### src/rtl/icr_pkg.sv
package icr_pkg;
  typedef enum logic [1:0] {
    ACC_NONE = 2'd0,
    ACC_RD   = 2'd1,
    ACC_SET  = 2'd2,
    ACC_CLR  = 2'd3
  } acc_t;
endpackage

### src/rtl/icr_decode.sv
module icr_decode
  import icr_pkg::*;
#(
  parameter int AW       = 4,
  parameter int REG_ADDR = 13
) (
  input  logic          bus_sel,
  input  logic [AW-1:0] bus_addr,
  input  logic          bus_rd,
  input  logic          bus_wr,
  input  logic          wr_mode,
  output acc_t          acc
);
  logic addr_hit;
  assign addr_hit = bus_sel && (bus_addr == AW'(REG_ADDR));

  // A read wins over a write strobe raised in the same cycle.
  always_comb begin
    acc = ACC_NONE;
    if (addr_hit && bus_rd)      acc = ACC_RD;
    else if (addr_hit && bus_wr) acc = wr_mode ? ACC_SET : ACC_CLR;
  end
endmodule

### src/rtl/icr_mask.sv
module icr_mask
  import icr_pkg::*;
#(
  parameter int MW = 7
) (
  input  logic          clk,
  input  logic          rst_n,
  input  acc_t          acc,
  input  logic [MW-1:0] wbits,
  output logic [MW-1:0] mask_q,
  output logic [MW-1:0] mask_next
);
  function automatic logic [MW-1:0] apply_write(input logic [MW-1:0] cur,
                                                input acc_t k,
                                                input logic [MW-1:0] d);
    case (k)
      ACC_SET: return cur | d;
      ACC_CLR: return cur & ~d;
      default: return cur;
    endcase
  endfunction

  assign mask_next = apply_write(mask_q, acc, wbits);

  always_ff @(posedge clk or negedge rst_n) begin
    if (!rst_n) mask_q <= '0;
    else        mask_q <= mask_next;
  end

  a_r3_set_bits: assert property (@(posedge clk) disable iff (!rst_n)
    acc == ACC_SET |=> (mask_q & $past(wbits)) == $past(wbits));
  a_r4_clear_bits: assert property (@(posedge clk) disable iff (!rst_n)
    acc == ACC_CLR |=> (mask_q & $past(wbits)) == '0);
  a_r10_mask_idle: assert property (@(posedge clk) disable iff (!rst_n)
    acc == ACC_NONE |=> mask_q == $past(mask_q));
endmodule

### src/rtl/icr_flags.sv
module icr_flags
  import icr_pkg::*;
#(
  parameter int NSRC = 5
) (
  input  logic            clk,
  input  logic            rst_n,
  input  acc_t            acc,
  input  logic [NSRC-1:0] src_evt,
  output logic [NSRC-1:0] flags_q,
  output logic [NSRC-1:0] flags_next
);
  logic rd_clear;
  assign rd_clear = (acc == ACC_RD);

  // A clear from a read applies first, so same-cycle events survive it.
  assign flags_next = (rd_clear ? '0 : flags_q) | src_evt;

  always_ff @(posedge clk or negedge rst_n) begin
    if (!rst_n) flags_q <= '0;
    else        flags_q <= flags_next;
  end

  a_r1_capture: assert property (@(posedge clk) disable iff (!rst_n)
    src_evt != '0 |=> (flags_q & $past(src_evt)) == $past(src_evt));
  a_r6_flags_cleared: assert property (@(posedge clk) disable iff (!rst_n)
    rd_clear && src_evt == '0 |=> flags_q == '0);
  a_r7_event_kept: assert property (@(posedge clk) disable iff (!rst_n)
    rd_clear |=> flags_q == $past(src_evt));
endmodule

### src/rtl/icr_summary.sv
module icr_summary
  import icr_pkg::*;
#(
  parameter int NSRC = 5,
  parameter int MW   = 7
) (
  input  logic            clk,
  input  logic            rst_n,
  input  acc_t            acc,
  input  logic [NSRC-1:0] src_evt,
  input  logic [NSRC-1:0] flags_next,
  input  logic [MW-1:0]   mask_q,
  input  logic [MW-1:0]   mask_next,
  output logic            sum_q
);
  localparam int PAD = MW - NSRC;

  function automatic logic any_enabled(input logic [NSRC-1:0] f,
                                       input logic [MW-1:0] m);
    return |({{PAD{1'b0}}, f} & m);
  endfunction

  logic evt_enabled, pend_enabled, sum_next;
  assign evt_enabled  = any_enabled(src_evt, mask_q);
  assign pend_enabled = (acc == ACC_SET) && any_enabled(flags_next, mask_next);
  assign sum_next     = ((acc == ACC_RD) ? 1'b0 : sum_q) | evt_enabled | pend_enabled;

  always_ff @(posedge clk or negedge rst_n) begin
    if (!rst_n) sum_q <= 1'b0;
    else        sum_q <= sum_next;
  end

  a_r2_enabled_event: assert property (@(posedge clk) disable iff (!rst_n)
    evt_enabled |=> sum_q);
  a_r5_late_enable: assert property (@(posedge clk) disable iff (!rst_n)
    pend_enabled |=> sum_q);
  a_r8_hold: assert property (@(posedge clk) disable iff (!rst_n)
    sum_q && acc != ACC_RD |=> sum_q);
endmodule

### src/rtl/icr_unit.sv
module icr_unit
  import icr_pkg::*;
#(
  parameter int NSRC     = 5,
  parameter int DW       = 8,
  parameter int AW       = 4,
  parameter int REG_ADDR = 13
) (
  input  logic            clk,
  input  logic            rst_n,
  input  logic [NSRC-1:0] src_evt,
  input  logic            bus_sel,
  input  logic [AW-1:0]   bus_addr,
  input  logic            bus_rd,
  input  logic            bus_wr,
  input  logic [DW-1:0]   bus_wdata,
  output logic [DW-1:0]   bus_rdata,
  output logic            irq
);
  localparam int MW  = DW - 1;
  localparam int GAP = DW - 1 - NSRC;

  acc_t            acc;
  logic [NSRC-1:0] flags_q, flags_next;
  logic [MW-1:0]   mask_q, mask_next;
  logic            sum_q;

  icr_decode #(.AW(AW), .REG_ADDR(REG_ADDR)) u_dec (
    .bus_sel(bus_sel), .bus_addr(bus_addr), .bus_rd(bus_rd), .bus_wr(bus_wr),
    .wr_mode(bus_wdata[DW-1]), .acc(acc));

  icr_mask #(.MW(MW)) u_mask (
    .clk(clk), .rst_n(rst_n), .acc(acc), .wbits(bus_wdata[MW-1:0]),
    .mask_q(mask_q), .mask_next(mask_next));

  icr_flags #(.NSRC(NSRC)) u_flags (
    .clk(clk), .rst_n(rst_n), .acc(acc), .src_evt(src_evt),
    .flags_q(flags_q), .flags_next(flags_next));

  icr_summary #(.NSRC(NSRC), .MW(MW)) u_sum (
    .clk(clk), .rst_n(rst_n), .acc(acc), .src_evt(src_evt),
    .flags_next(flags_next), .mask_q(mask_q), .mask_next(mask_next),
    .sum_q(sum_q));

  assign irq       = sum_q;
  assign bus_rdata = (acc == ACC_RD) ? {sum_q, {GAP{1'b0}}, flags_q} : '0;

  a_r6_irq_drops: assert property (@(posedge clk) disable iff (!rst_n)
    acc == ACC_RD && src_evt == '0 |=> !irq);
  a_r10_quiet_bus: assert property (@(posedge clk) disable iff (!rst_n)
    acc != ACC_RD |-> bus_rdata == '0);
endmodule

### config.mk
export PLATFORM = sky130hd
export DESIGN_NAME = icr_unit
export DESIGN_NICKNAME = d
export VERILOG_FILES = /design/src/rtl/icr_pkg.sv /design/src/rtl/icr_decode.sv /design/src/rtl/icr_mask.sv /design/src/rtl/icr_flags.sv /design/src/rtl/icr_summary.sv /design/src/rtl/icr_unit.sv
export SDC_FILE = /design/constraint.sdc
export NUM_CORES = 1
export LEC_CHECK = 0
export CORE_ASPECT_RATIO = 0.7
export CORE_UTILIZATION = 30
export DETAILED_ROUTE_END_ITERATION = 10
export GPL_ROUTABILITY_DRIVEN = 0
export HOLD_SLACK_MARGIN = 0.1
export MAX_ROUTING_LAYER = met4
export PLACE_DENSITY = 0.73
export SLEW_MARGIN = 0
export SYNTH_ARGS = -nofsm -noshare
export SYNTH_HDL_FRONTEND = slang
export SYNTH_HIERARCHICAL = 1
export SYNTH_SLANG_ARGS = --single-unit
### constraint.sdc
create_clock -name clk -period 2.8 [get_ports clk]
set_clock_uncertainty 0.05 [all_clocks]
set_input_delay 0.42 -clock clk [delete_from_list [all_inputs] [get_ports clk]]
set_output_delay 0.42 -clock clk [all_outputs]
set_load 0.02 [all_outputs]
==> flow_summary.json <==
{
  "cp_top_family": "buffers and inverters",
  "stdcell_count": 103,
  "antenna_cells": 0,
  "fmax_mhz": 374.0,
  "rows": 12,
  "cts_sinks": 11,
  "place_area_sq_um": 859.6,
  "worstReg2RegEnd": "u_sum/sum_q$_DFF_PN0_",
  "drv_slew": 0,
  "port_buffers": 26,
  "ys.warnings.count": 6,
  "cts_setup_buffers": 0,
  "holdWs_ns": 0.4374,
  "period_share_pct": 95.49,
  "cts.clk_slew.worst_paths_ns": 0.07,
  "grt_max_degree": 14,
  "clockBufferDepth": 2,
  "avgSynthCellArea_sq_um": 11.31,
  "place_ws_ns": 0.06524,
  "cp_data_required_time_ns": 2.33,
  "die_y_microns": 38.33,
  "post-route-min-period_ns": 2.674,
  "path_common_cell": "clkdlybuf4s50_1",
  "cp-start-kind": "input pin",
  "area_growth_pct": 57.96,
  "h-tree-depth": 1,
  "die_area_sq_um": 2066,
  "final-hold-violation-count": 0,
  "clk_latency_ns": 0.27,
  "setup_ws_ns": 0.1263,
  "cts_buffers": 3,
  "crit_chain": "clkdlybuf4s50_1 -> nand4_1 -> a211oi_1 -> buf_4 -> and3b_1 -> clkdlybuf4s50_1",
  "worstMarginPinSlew_ns": 0.5132,
  "fin_area_sq_um": 893.4,
  "grt_util_met2_pct": 20.99,
  "r2r_cells": 5,
  "final_core_util_pct": 53.60,
  "critical_path_buf_inv_count": 3,
  "crit_type": "in -> out",
  "start_util_pct": 33.93,
  "drive_gt1_share_pct": 10.98,
  "layout.nets": 105,
  "grtUsageMet1_pct": 21.90,
  "firstDrtPassIters": 4,
  "p_total_uw": 357.4,
  "setup_violations": 0,
  "overflow": 0,
  "grt_setup_unrepaired": "no",
  "clock_tree.root_cell": "clkbuf_4",
  "status": "completed",
  "startpoint": "bus_addr[2]",
  "totalWireLength_mm": 1.446,
  "grt_pass1_vias": 443,
  "antenna_found_initial": 0,
  "grt_use_total_pct": 16.15,
  "vdd_ir_drop_max_uv": 242.3,
  "drv_cap": 0,
  "r2r_slack_ns": 1.42,
  "drtIter0Drc": 21,
  "r2r_start": "u_mask/mask_q[2]$_DFF_PN0_",
  "synthCells": 50,
  "ioPinCount": 31,
  "arrival_ns": 2.20,
  "p_leak_nw": 0.4098,
  "dp_cells": 99,
  "min_path_type": "in -> async",
  "via_per_inst": 5.029,
  "power.density_nw_per_um2": 400.1,
  "critical_path.max_fanout": 7,
  "slew_headroom_pct": 65.68,
  "vias": 518,
  "coreArea_sq_um": 1667,
  "cp_slowest_cell": "clkdlybuf4s50_1",
  "cts_tree": "done",
  "critPathCaptureType": "output port",
  "cpPeakStageDelay_ns": 0.59,
  "wl_per_cell_microns": 14.04,
  "grt_first_pass_wirelength_mm": 2.132,
  "top_usage_layer": "met1",
  "netlist_area_sq_um": 565.5,
  "setup-tns-final_ns": 0,
  "drc": 0,
  "die_x_microns": 53.90,
  "met3_usage_pct": 6.746,
  "ant_nets": 0
}
cell usage in the layout, fill, tap and decap left out:
cell              n
a22oi_1           1
a21o_1            5
nand2b_4          1
inv_1             2
nor4b_2           1
dfrtp_1          11
clkdlybuf4s50_1  23
nand4_1           1
nand2b_1          2
a211o_1           1
a21oi_1           5
clkbuf_1          1
buf_4             4
clkbuf_4          3
conb_1            2
and3b_1           6
a31oi_1           5
a211oi_1          1
nand3_1           1
a222oi_1          3
dlymetal6s2s_1    3
sequential cells by signal (all words and copies together) (netlist names):
register and flops:
u_flags/flags_q 5, u_mask/mask_q 5, u_sum/sum_q 1
area by class of cell:
class	count	area [sq um]
clock buffers	4	26.28
fillers	151	773.2
inverters	2	7.507
multi-input cells	35	260.3
flip-flops and latches	11	275.3
well taps	21	26.28
repair buffers	30	297.8
routing by layer:
layer  routed length (microns)  vias up
met1                       714      241
met5                         0        -
met3                       109        2
met4                         8        0
li1                          -      258
met2                       613       17
report_power, final:
part / total, mW / internal [mW] / switching, mW / leakage (nW)
logic: 0.0715 / 0.0413 / 0.0302 / 0.275
registers: 0.177 / 0.170 / 0.00686 / 0.119
clock network: 0.109 / 0.0552 / 0.0535 / 0.0150
total: 0.357 / 0.267 / 0.0905 / 0.410
timing repair:
item,4_1_cts,5_1_grt
gates resized for setup,0,3
endpoints found under the setup margin,0,3
hold buffers,0,0
worst max-delay path by stage:
stage	slack (ns)	end	depth (start not counted)
after floorplan	0.30	u_sum/sum_q$_DFF_PN0_	7
after global routing	0.0005	bus_rdata[1]	6
after global placement	0.13	u_sum/sum_q$_DFF_PN0_	10
after detailed placement	0.07	u_sum/sum_q$_DFF_PN0_	10
after CTS	0.11	bus_rdata[0]	6
final	0.13	bus_rdata[3]	6
Note: power is estimated with default switching activity, not from simulation.
